==> src/rtl/addr_out_pkg.sv <==
package addr_out_pkg;
  parameter int ADDR_W   = 32;
  parameter int NARROW_W = 26;
endpackage

==> src/rtl/addr_rst_sync.sv <==
module addr_rst_sync (
  input  logic clk,
  input  logic rst_n_in,
  output logic rst_n_out
);
  logic [1:0] sync_q;

  always_ff @(posedge clk or negedge rst_n_in) begin
    if (!rst_n_in) sync_q <= 2'b00;
    else           sync_q <= {sync_q[0], 1'b1};
  end

  assign rst_n_out = sync_q[1];
endmodule

==> src/rtl/addr_phase_gen.sv <==
module addr_phase_gen (
  input  logic clk,
  input  logic rst_n,
  output logic phase2
);
  logic ph_q, ph_d;

  always_comb ph_d = ~ph_q;

  always_ff @(posedge clk or negedge rst_n) begin
    if (!rst_n) ph_q <= 1'b0;
    else        ph_q <= ph_d;
  end

  assign phase2 = ph_q;


  phase_toggle_chk: assert property (@(posedge clk) disable iff (!rst_n)
    1'b1 |=> (ph_q != $past(ph_q)));
endmodule

==> src/rtl/addr_capture.sv <==
module addr_capture #(
  parameter int ADDR_W = 32
) (
  input  logic              clk,
  input  logic              rst_n,
  input  logic              phase2,
  input  logic [ADDR_W-1:0] core_addr,
  output logic [ADDR_W-1:0] stage_q,
  output logic [ADDR_W-1:0] stage_d
);
  logic load_en;

  always_comb begin
    load_en = ~phase2;
    stage_d = load_en ? core_addr : stage_q;
  end

  always_ff @(posedge clk or negedge rst_n) begin
    if (!rst_n) stage_q <= '0;
    else        stage_q <= stage_d;
  end


  capture_phase_chk: assert property (@(posedge clk) disable iff (!rst_n)
    phase2 |=> $stable(stage_q));
endmodule

==> src/rtl/addr_hold_latch.sv <==
module addr_hold_latch #(
  parameter int ADDR_W = 32
) (
  input  logic              clk,
  input  logic              rst_n,
  input  logic              latch_en,
  input  logic [ADDR_W-1:0] stage_q,
  input  logic [ADDR_W-1:0] stage_d,
  output logic [ADDR_W-1:0] latch_out
);
  logic [ADDR_W-1:0] held_q, held_d;

  always_comb begin
    held_d    = latch_en ? stage_d : held_q;
    latch_out = latch_en ? stage_q : held_q;
  end

  always_ff @(posedge clk or negedge rst_n) begin
    if (!rst_n) held_q <= '0;
    else        held_q <= held_d;
  end


  hold_frozen_chk: assert property (@(posedge clk) disable iff (!rst_n)
    !latch_en |=> $stable(held_q));
endmodule

==> src/rtl/addr_width_sel.sv <==
module addr_width_sel #(
  parameter int ADDR_W   = 32,
  parameter int NARROW_W = 26
) (
  input  logic                       clk,
  input  logic                       rst_n,
  input  logic                       wide_mode,
  input  logic [ADDR_W-1:0]          addr_in,
  input  logic [ADDR_W-NARROW_W-1:0] core_hi,
  output logic [ADDR_W-1:0]          addr_out,
  output logic                       range_err
);
  localparam int HIGH_W = ADDR_W - NARROW_W;
  localparam logic [ADDR_W-1:0] NARROW_MASK = {{HIGH_W{1'b0}}, {NARROW_W{1'b1}}};

  logic wide_q, wide_d;
  logic err_q, err_d;
  logic mode_changed, high_req;

  always_comb begin
    addr_out     = wide_mode ? addr_in : (addr_in & NARROW_MASK);
    mode_changed = (wide_mode != wide_q);
    high_req     = (core_hi != '0);
    err_d        = mode_changed & high_req;
    wide_d       = wide_mode;
  end

  always_ff @(posedge clk or negedge rst_n) begin
    if (!rst_n) begin
      wide_q <= 1'b1;
      err_q  <= 1'b0;
    end else begin
      wide_q <= wide_d;
      err_q  <= err_d;
    end
  end

  assign range_err = err_q;


  err_needs_high_chk: assert property (@(posedge clk) disable iff (!rst_n)
    err_q |-> ($past(core_hi) != '0));
endmodule

==> src/rtl/addr_pin_driver.sv <==
module addr_pin_driver (
  input  logic bit_val,
  input  logic drive_en,
  output logic pin_val,
  output logic pin_en
);
  assign pin_val = bit_val;
  assign pin_en  = drive_en;
endmodule

==> src/rtl/addr_out_stage.sv <==
module addr_out_stage #(
  parameter int ADDR_W   = addr_out_pkg::ADDR_W,
  parameter int NARROW_W = addr_out_pkg::NARROW_W
) (
  input  logic              clk,
  input  logic              rst_n,
  input  logic [ADDR_W-1:0] core_addr,
  input  logic              latch_en,
  input  logic              bus_en,
  input  logic              wide_mode,
  output logic              phase2,
  output logic [ADDR_W-1:0] pin_addr,
  output logic [ADDR_W-1:0] pin_oe,
  output logic              range_err
);
  logic              rst_s_n;
  logic [ADDR_W-1:0] stage_q, stage_d, latch_out, masked;

  addr_rst_sync u_rst_sync (
    .clk(clk), .rst_n_in(rst_n), .rst_n_out(rst_s_n)
  );

  addr_phase_gen u_phase (
    .clk(clk), .rst_n(rst_s_n), .phase2(phase2)
  );

  addr_capture #(.ADDR_W(ADDR_W)) u_capture (
    .clk(clk), .rst_n(rst_s_n), .phase2(phase2), .core_addr(core_addr),
    .stage_q(stage_q), .stage_d(stage_d)
  );

  addr_hold_latch #(.ADDR_W(ADDR_W)) u_hold (
    .clk(clk), .rst_n(rst_s_n), .latch_en(latch_en),
    .stage_q(stage_q), .stage_d(stage_d), .latch_out(latch_out)
  );

  addr_width_sel #(.ADDR_W(ADDR_W), .NARROW_W(NARROW_W)) u_width (
    .clk(clk), .rst_n(rst_s_n), .wide_mode(wide_mode), .addr_in(latch_out),
    .core_hi(core_addr[ADDR_W-1:NARROW_W]), .addr_out(masked),
    .range_err(range_err)
  );

  for (genvar b = 0; b < ADDR_W; b++) begin : g_drv
    addr_pin_driver u_drv (
      .bit_val(masked[b]), .drive_en(bus_en),
      .pin_val(pin_addr[b]), .pin_en(pin_oe[b])
    );
  end


  oe_off_chk: assert property (@(posedge clk) disable iff (!rst_s_n)
    !bus_en |-> (pin_oe == '0));


  oe_on_chk: assert property (@(posedge clk) disable iff (!rst_s_n)
    bus_en |-> (pin_oe == '1));


  narrow_upper_zero_chk: assert property (@(posedge clk) disable iff (!rst_s_n)
    !wide_mode |-> (pin_addr[ADDR_W-1:NARROW_W] == '0));
endmodule

==> config.mk <==
export PLATFORM = sky130hd
export DESIGN_NAME = addr_out_stage
export DESIGN_NICKNAME = d
export VERILOG_FILES = /design/src/rtl/addr_out_pkg.sv /design/src/rtl/addr_rst_sync.sv /design/src/rtl/addr_phase_gen.sv /design/src/rtl/addr_capture.sv /design/src/rtl/addr_hold_latch.sv /design/src/rtl/addr_width_sel.sv /design/src/rtl/addr_pin_driver.sv /design/src/rtl/addr_out_stage.sv
export SDC_FILE = /design/constraint.sdc
export NUM_CORES = 1
export LEC_CHECK = 0
export ABC_AREA = 1
export BUFFER_PORTS_ARGS = -buffer_cell sky130_fd_sc_hd__clkbuf_2
export CAP_MARGIN = 0
export CORE_MARGIN = 2
export CORE_UTILIZATION = 47
export CTS_CLUSTER_DIAMETER = 100
export DETAILED_ROUTE_END_ITERATION = 12
export PLACE_DENSITY = 0.81
export SYNTH_ARGS = -nofsm -noshare
export SYNTH_HDL_FRONTEND = slang
export SYNTH_HIERARCHICAL = 1
export SYNTH_SLANG_ARGS = --single-unit
==> constraint.sdc <==
create_clock -name clk -period 2.1 [get_ports clk]
set_input_delay 0.315 -clock clk [delete_from_list [all_inputs] [get_ports clk]]
set_output_delay 0.315 -clock clk [all_outputs]
set_load 0.05 [all_outputs]
==> impl_metrics.yaml, run 1 <==
logic_synthesis:
  synth_top_family_by_area: "simple AND/OR/NAND/NOR gates"
  syn-num-nets: 496
  synth_xor_area_share_pct: 0
  synth_simple_gate_area_share_pct: 28.2
  ys_ff_latch: 69
  ys_types: 14
  synth_adder_area_share_pct: 0
  syn_inst: 459
  yosysSeqAreaShare_pct: 46.9
  avgSynthCellArea_um2: 8.03
  netlist_area_um2: 3690
  synth_warnings: 6
  synth_compound_area_share_pct: 0
  synthMuxAreaShare_pct: 0
critical_path:
  cp_cell_sequence: "clkbuf_2 -> inv_1 -> buf_4 -> nand2_1 -> nand2_1 -> clkbuf_2"
  ff2ff_path_depth: 6
  cp-start-kind: "primary input"
  slowest_stage: "inv_1"
  crit_buf_inv: 4
  path_delay_family: "buffers and inverters"
  path_max_fanout: 12
  rr_startpoint: "u_phase/phase2$_DFF_PN0_"
  critPathCaptureType: "output port"
  cp_data_arrival_time_ns: 1.43
  rr_endpoint: "u_hold/held_q[12]$_DFFE_PN0P_"
  critPathKind: "primary input to output port"
  cp_data_required_time_ns: 1.78
  ff2ff_setup_slack_ns: 0.90
  critical_path.max_stage_delay_ns: 0.28
timing:
  final-max-slew-violation-count: 0
  tightest_slew_ns: 0.701
  fin_skew_ns: 0.0105
  rsz0062_at_grt: "false"
  finalCriticalPeriod_ns: 1.74
  whs_ns: 0.175
  post-route-period-util_pct: 83.0
  max_freq_mhz: 574
  setup_violations: 0
  tns_ns: 0
  max-slew-margin-rel_pct: 53.3
  finalHoldViolCount: 0
cts:
  ctsHoldBuffers: 1
  clkSinkCount: 69
  cts_resized: 0
  cts_setup_buffers: 0
  cts_max_level: 3
  cts_buffers: 9
  clkTransAtPathRegs_ns: 0.07
  cts_tree: "yes"
  root_buffer: "clkbuf_8"
  clock_latency_ns: 0.34
  cts_buffer_depth: 2
route:
  ant_nets: 0
  wl_per_cell_um: 11.1
  drt_iter0_markers: 87
  drc: 0
  via_per_inst: 4.36
  dr_total_vias: 2376
  dr.pass1.iters: 4
  wirelength_um: 6020
finish:
  layout.cells.non_filler: 545
  ff_latch_area_um2: 1730
  multi_input_area_um2: 1040
  final_area_um2: 3590
  nFillCells: 773
  drive_above_1_share_pct: 22.8
  antenna_cells: 0
  fin_nets: 475
  area_growth_pct: -2.61
floorplanning:
  fp.dieW_um: 92.6
  die-area_um2: 8570
  dieHeight_um: 92.6
  io_pins: 103
  row_count: 32
  coreArea_um2: 7650
  initial_core_util_pct: 48.2
pwr:
  p_per_area_nw_per_um2: 830
  vdd_drop_max_mv: 0.372
  p_leak_uw: 0.00212
placed_design:
  gp_congestion: 0.757
  detailed_place.area_um2: 3390
  dpl.hpwl_um: 4090
  place_inst: 528
  io_buffers: 69
global_route:
  grt_max_degree: 65
  grt_overflow: 0
  track_usage_pct: 15.1
  grt_pass1_wl_um: 10200
  grt_antenna_before_repair: 0
  first_global_vias: 2268
flow_run:
  drv_cap: 0
min_path:
  worstHoldStart: "wide_mode"
  min_to: "u_width/wide_q$_DFF_PN1_"
  hp-class: "primary input to flip-flop"
  min_path_cells: 1
run_status:
  outcome: "completed"
==> how the worst max path moves through the flow <==
stage	startpoint	endpoint	slack [ns]	cells after the start
3_5_place_dp	latch_en	pin_addr[8]	0.35	6
3_3_place_gp	latch_en	pin_addr[3]	0.36	6
6_report	latch_en	pin_addr[8]	0.36	6
5_1_grt	latch_en	pin_addr[8]	0.26	6
4_1_cts	latch_en	pin_addr[8]	0.35	6
2_1_floorplan	u_rst_sync/sync_q[1]$_DFF_PN0_	u_capture/stage_q[0]$_DFF_PN0_	0.04	0
==> synthesized netlist by cell type <==
library cell | count | area, um2
nand2_1 | 254 | 953
buf_4 | 96 | 721
dfrtp_1 | 68 | 1700
inv_1 | 10 | 37.5
nand2_2 | 10 | 62.6
buf_6 | 7 | 78.8
nor2_1 | 5 | 18.8
clkbuf_8 | 3 | 41.3
buf_12 | 1 | 20.0
buf_2 | 1 | 5.00
conb_1 | 1 | 3.75
dfstp_2 | 1 | 26.3
inv_8 | 1 | 11.3
nand3_1 | 1 | 5.00
==> sequential cells by signal, summed over array words and instances, names as in the netlist <==
| register | flops |
|---|---|
| u_width/wide_q | 1 |
| u_width/range_err | 1 |
| u_rst_sync/sync_q | 2 |
| u_hold/held_q | 32 |
| u_capture/stage_q | 32 |
| u_phase/phase2 | 1 |
==> cells by family after synthesis <==
kind of cell           after synthesis
buffers and inverters              119
flip-flops                          69
other                                1
AND/OR/NAND/NOR                    270
==> power breakdown <==
part | leakage, uW | total [uW] | switching, uW | internal, uW
clock network | 0.0000866 | 1020 | 472 | 548
logic | 0.00121 | 500 | 363 | 137
registers | 0.000821 | 1460 | 43.2 | 1420
total | 0.00212 | 2980 | 878 | 2100
==> cells in the final DEF (no fill, tap or decap) <==
cell type	instances
nand2_1	254
conb_1	1
clkinvlp_4	2
clkbuf_1	3
clkinv_2	1
nand3_1	1
nor2_1	5
dlygate4sd3_1	1
clkbuf_8	9
nand2_2	10
clkbuf_2	67
dfstp_2	1
dfrtp_1	67
inv_8	1
buf_12	4
bufinv_16	1
dfrtp_2	1
inv_1	10
buf_4	4
==> per-layer routing <==
metal  GRT usage, %  vias to the layer above  share of wire [%]
met1           19.1                     1081                 47
met5              0                        -                  0
met4           4.85                        0                1.3
li1               -                     1232                  -
met3           4.96                        7                5.5
met2           24.6                       56                 46
==> per-stage QoR <==
stage               utilization, %  worst slack [ns]  power, uW
global placement              44.4             0.356       1980
finish                        46.9             0.357       2980
global route                  46.9             0.255       3150
CTS                           46.9             0.354       3030
detailed placement            44.4             0.354       1990
floorplan                        -            0.0381       2150
==> worst reg2reg max path: stages (launching register included) <==
cell     delay [ns]
dfrtp_1        0.38
buf_4          0.23
inv_8          0.22
nand2_1        0.09
nand2_1        0.09
nand2_1        0.06
nand2_1        0.08
==> cell type report <==
cell class | count | area share [%]
inverter | 11 | 1.36
tap | 102 | 3.56
sequential | 69 | 48.2
multi-input combinational | 271 | 29.1
clock inverter | 4 | 1.39
timing repair buffer | 76 | 12.7
clock buffer | 12 | 3.76
No activity file was read; power rests on OpenSTA's default activity.
==> inputs of run 2 (changes only) <==
Clock period 2.1 ns to 1.55 ns, I/O delays scaled along.
==> impl_metrics.yaml, run 2 (synthesis gave the netlist of run 1 again) <==
floorplanning:
  die-area_um2: 8570
  fp.dieW_um: 92.6
  io_pins: 103
  dieHeight_um: 92.6
  row_count: 32
  coreArea_um2: 7650
  initial_core_util_pct: 48.2
global_route:
  grt_pass1_wl_um: 10800
  track_usage_pct: 15.8
  grt_overflow: 0
  grt_antenna_before_repair: 0
  grt_max_degree: 68
  first_global_vias: 2433
route:
  dr_total_vias: 2459
  ant_nets: 0
  drt_iter0_markers: 135
  wirelength_um: 6210
  via_per_inst: 4.52
  wl_per_cell_um: 11.4
  drc: 0
  dr.pass1.iters: 4
cts:
  cts_setup_buffers: 0
  cts_tree: "yes"
  clkSinkCount: 69
  root_buffer: "clkbuf_8"
  cts_buffer_depth: 2
  cts_buffers: 9
  cts_max_level: 3
  clkTransAtPathRegs_ns: 0.07
  clock_latency_ns: 0.33
critical_path:
  cp-start-kind: "flip-flop"
  cp_data_arrival_time_ns: 1.21
  slowest_stage: "dfrtp_2"
  ff2ff_setup_slack_ns: 0.42
  cp_cell_sequence: "buf_12 -> buf_12"
  critPathKind: "flip-flop to output port"
  critical_path.max_stage_delay_ns: 0.51
  cpMostUsedCell: "buf_12"
  critPathCaptureType: "output port"
  crit_buf_inv: 2
  rr_endpoint: "u_hold/held_q[9]$_DFFE_PN0P_"
  ff2ff_path_depth: 5
  rr_startpoint: "u_phase/phase2$_DFF_PN0_"
  cp_data_required_time_ns: 1.32
  path_max_fanout: 21
  path_delay_family: "flip-flops"
min_path:
  min_to: "u_width/wide_q$_DFF_PN1_"
  min_path_cells: 1
  worstHoldStart: "wide_mode"
  hp-class: "primary input to flip-flop"
timing:
  tns_ns: 0
  max_freq_mhz: 696
  setup_violations: 0
  finalCriticalPeriod_ns: 1.44
  fin_ws_ns: 0.112
  finalHoldViolCount: 0
  post-route-period-util_pct: 92.7
  final-max-slew-violation-count: 0
  rsz0062_at_grt: "false"
  fin_skew_ns: 0.00548
placed_design:
  io_buffers: 69
  place_inst: 527
  gp_congestion: 0.747
  dpl.hpwl_um: 4180
  dp_slack_ns: 0.122
finish:
  antenna_cells: 0
  reg_top3: "u_capture/stage_q: 32 flops, u_hold/held_q: 32 flops, u_rst_sync/sync_q: 2 flops"
  fin_nets: 474
  final_common_cell: "nand2_1"
  area_growth_pct: -1.80
  layout.cells.non_filler: 544
  drive_above_1_share_pct: 23.3
  layout_common_cells: "nand2_1, clkbuf_2, dfrtp_1"
  fin_util_pct: 47.3
flow_run:
  drv_cap: 0
run_status:
  outcome: "completed"
pwr:
  vdd_drop_max_mv: 0.452
  p_per_area_nw_per_um2: 1150
  p_leak_uw: 0.00214
run 2: area by class of cell:
cell class / count / area [um2]
Clock buffer: 13 / 169
Clock inverter: 3 / 42.5
Fill cell: 771 / 4030
Inverter: 11 / 48.8
Multi-Input combinational cell: 271 / 1040
Sequential cell: 69 / 1730
Tap cell: 102 / 128
Timing Repair Buffer: 75 / 458
run 2: metrics by stage:
step / instance area [um2] / total power, uW / hold WS, ns
global route: 3620 / 4370 / 0.105
global placement: 3400 / 2670 / 0.0199
detailed placement: 3400 / 2700 / 0.0230
finish: 3620 / 4160 / 0.111
CTS: 3620 / 4220 / 0.0881
floorplan: 3690 / 2920 / -0.0631
run 2: worst max path at each step:
stage               depth (start not counted)                           end                             from  slack [ns]
CTS                                         2                        phase2         u_phase/phase2$_DFF_PN0_        0.09
global placement                            8                  pin_addr[29]                         latch_en        0.16
floorplan                                   7  u_hold/held_q[0]$_DFFE_PN0P_         u_phase/phase2$_DFF_PN0_        0.23
finish                                      2                        phase2         u_phase/phase2$_DFF_PN0_        0.11
detailed placement                          8                  pin_addr[27]                         latch_en        0.12
global route                                5                  pin_addr[27]  u_capture/stage_q[27]$_DFF_PN0_        0.05
run 2: routing by layer:
metal	track usage (%)	share of wire, %	vias up
met5	0	0	-
met4	5.60	0.95	0
met3	3.01	4.7	7
met2	27.9	50	61
met1	19.1	44	1160
li1	-	-	1231
run 2: power by group:
group,internal [uW],leakage [uW],switching [uW],total [uW]
Clock,874,0.000106,633,1510
Sequential,1920,0.000820,45.3,1970
Combinational,177,0.00121,507,684
Total,2970,0.00214,1190,4160
run 2: repair_timing:
item | 4_1_cts | 5_1_grt
endpoints found under the setup margin | 1 | 0
gates resized for setup | 1 | 0
hold endpoints to repair | 2 | 0
hold buffers | 1 | 0
==> inputs of run 3 (changes only) <==
Settings changed: SYNTH_HIERARCHICAL 1 to unset.
==> impl_metrics.yaml, run 3 <==
run_status:
  outcome: "completed"
route:
  dr_total_vias: 2566
  ant_nets: 0
  dr.pass1.iters: 4
  drc: 0
  wirelength_um: 6510
  via_per_inst: 4.73
  drt_iter0_markers: 91
  wl_per_cell_um: 12.0
timing:
  rsz0062_at_grt: "false"
  fin_skew_ns: 0.00668
  whs_ns: 0.106
  setup_violations: 0
  finalHoldViolCount: 0
  fin_ws_ns: 0.0812
  tns_ns: 0
  post-route-period-util_pct: 94.8
  max_freq_mhz: 681
  finalCriticalPeriod_ns: 1.47
  final-max-slew-violation-count: 0
cts:
  cts_setup_buffers: 0
  cts_buffers: 9
  clkTransAtPathRegs_ns: 0.08
  cts_buffer_depth: 2
  cts_max_level: 3
  cts_tree: "yes"
  clkSinkCount: 69
  clock_latency_ns: 0.34
  root_buffer: "clkbuf_8"
global_route:
  grt_pass1_wl_um: 11300
  grt_overflow: 0
  first_global_vias: 2596
  grt_max_degree: 49
  track_usage_pct: 16.5
  grt_antenna_before_repair: 0
logic_synthesis:
  syn_inst: 430
  synth_ff_type: "dfrtp_1"
  avgSynthCellArea_um2: 8.58
  yosysSeqAreaShare_pct: 46.8
  ys_ff_latch: 69
  synth.largest_area_cell: "dfrtp_1"
  netlist_area_um2: 3690
  synth_warnings: 0
  synth.top_cell.area_share_pct: 46.1
  async_reset_ff_share_pct: 100
  yosysMostFrequentCell: "nand2_1"
  yosys-top-cells-area: "dfrtp_1, buf_4, nand2_1"
  synth_edf_count: 0
  ys_types: 18
  syn-num-nets: 467
  synth_top_cells_by_count: "nand2_1, buf_4, dfrtp_1, inv_1, nand3_1"
pwr:
  power_switching_uw: 1250
  combPwrFrac_pct: 16.5
  power_frac_seq_pct: 43.4
  finalPower_uw: 4500
  netSwitchingFraction_pct: 27.7
  intPower_uw: 3260
  p_clk_share_pct: 40.1
  p_per_area_nw_per_um2: 1140
  p_leak_uw: 0.00201
  vdd_drop_max_mv: 0.611
floorplanning:
  io_pins: 103
  row_count: 32
  die-area_um2: 8580
  dieHeight_um: 92.6
  fp.dieW_um: 92.6
  initial_core_util_pct: 48.2
  coreArea_um2: 7650
finish:
  reg_top3: "u_capture.stage_q: 32 flops, u_hold.held_q: 32 flops, u_rst_sync.sync_q: 2 flops"
  fin_nets: 472
  nFillCells: 734
  final_area_um2: 3940
  drive_above_1_share_pct: 22.0
  final_common_cell: "nand2_1"
  layout_common_cells: "nand2_1, clkbuf_2, dfrtp_1"
  antenna_cells: 0
  area_growth_pct: 6.88
placed_design:
  dp_slack_ns: 0.138
  detailed_place.area_um2: 3680
  dpl.hpwl_um: 4490
  io_buffers: 69
  gp_congestion: 0.703
critical_path:
  slowest_stage: "dfrtp_1"
  cp_cell_sequence: "nand2_1 -> a21oi_1 -> clkbuf_2"
  cp_data_arrival_time_ns: 1.24
  critical_path.max_stage_delay_ns: 0.35
  critPathKind: "flip-flop to output port"
  cp-start-kind: "flip-flop"
  cp_data_required_time_ns: 1.32
  critPathCaptureType: "output port"
  path_max_fanout: 2
min_path:
  hp-class: "primary input to flip-flop"
flow_run:
  drv_cap: 0
-- run 3: layout make-up --
class,count,area (um2),share of cell area [%]
well taps,102,128,3.24
flip-flops and latches,69,1730,43.9
multi-input cells,239,1180,29.9
inverters,37,139,3.52
clock inverters,6,110,2.79
repair buffers,79,520,13.2
clock buffers,10,138,3.49
-- run 3: power groups by stage --
stage / Combinational (uW) / Clock, uW / Sequential [uW]
2_1_floorplan: 822 / 0 / 2010
5_1_grt: 812 / 1920 / 1970
4_1_cts: 755 / 1850 / 1960
6_report: 741 / 1810 / 1960
3_3_place_gp: 731 / 0 / 1990
3_5_place_dp: 747 / 0 / 1990
-- run 3: critical path, delay by kind of cell, from the launching register on --
kind	cells	cell delay, ns
DFF	1	0.35
buffers and inverters	1	0.31
AOI/OAI and AO/OA	1	0.19
and+or+nand+nor	1	0.05
-- run 3: final timing paths --
check | startpoint | endpoint | slack (ns) | cells past startpoint
worst min register to register | u_rst_sync.sync_q[1]$_DFF_PN0_ | u_hold.held_q[19]$_DFFE_PN0P_ | 0.29 | 1
max in group asynchronous | u_rst_sync.sync_q[1]$_DFF_PN0_ | u_width.wide_q$_DFF_PN1_ | 0.87 | 1
min in group asynchronous | rst_n | u_rst_sync.sync_q[1]$_DFF_PN0_ | 0.21 | 2
worst min-delay path | core_addr[19] | u_capture.stage_q[19]$_DFF_PN0_ | 0.11 | 2
worst max register to register | u_phase.phase2$_DFF_PN0_ | u_hold.held_q[6]$_DFFE_PN0P_ | 0.31 | 4
worst max-delay path | u_capture.stage_q[28]$_DFF_PN0_ | pin_addr[28] | 0.08 | 3
-- run 3: kinds of logic (layout without fill, tap and decap cells) --
kind of cell           after synthesis  count (layout)  synth area share, %
AO/OA/AOI/OAI                       64              64                 10.9
buffers and inverters              122             132                 21.2
flip-flops                          69              69                 46.8
other                                1               1                0.102
AND/OR/NAND/NOR                    174             174                 21.0
-- run 3: per-layer routing --
metal  up-vias  GRT usage [%]  share of wire [%]
li1       1289              -                  -
met1      1210           19.5                 44
met2        57           28.6                 49
met3        10           5.04                6.1
met4         0           5.47                1.1
met5         -              0                  0
-- run 3: what timing repair did --
item | in CTS | in global routing
hold buffers | 2 | 0
setup endpoints to repair | 0 | 1
endpoints found under the hold margin | 3 | 0
resized for setup | 0 | 1
-- run 3: metrics by stage --
step | util (%) | std cells
5_1_grt | 51.6 | 542
2_1_floorplan | - | 430
3_5_place_dp | 48.1 | 524
6_report | 51.6 | 542
4_1_cts | 51.6 | 542
3_3_place_gp | 48.1 | 524
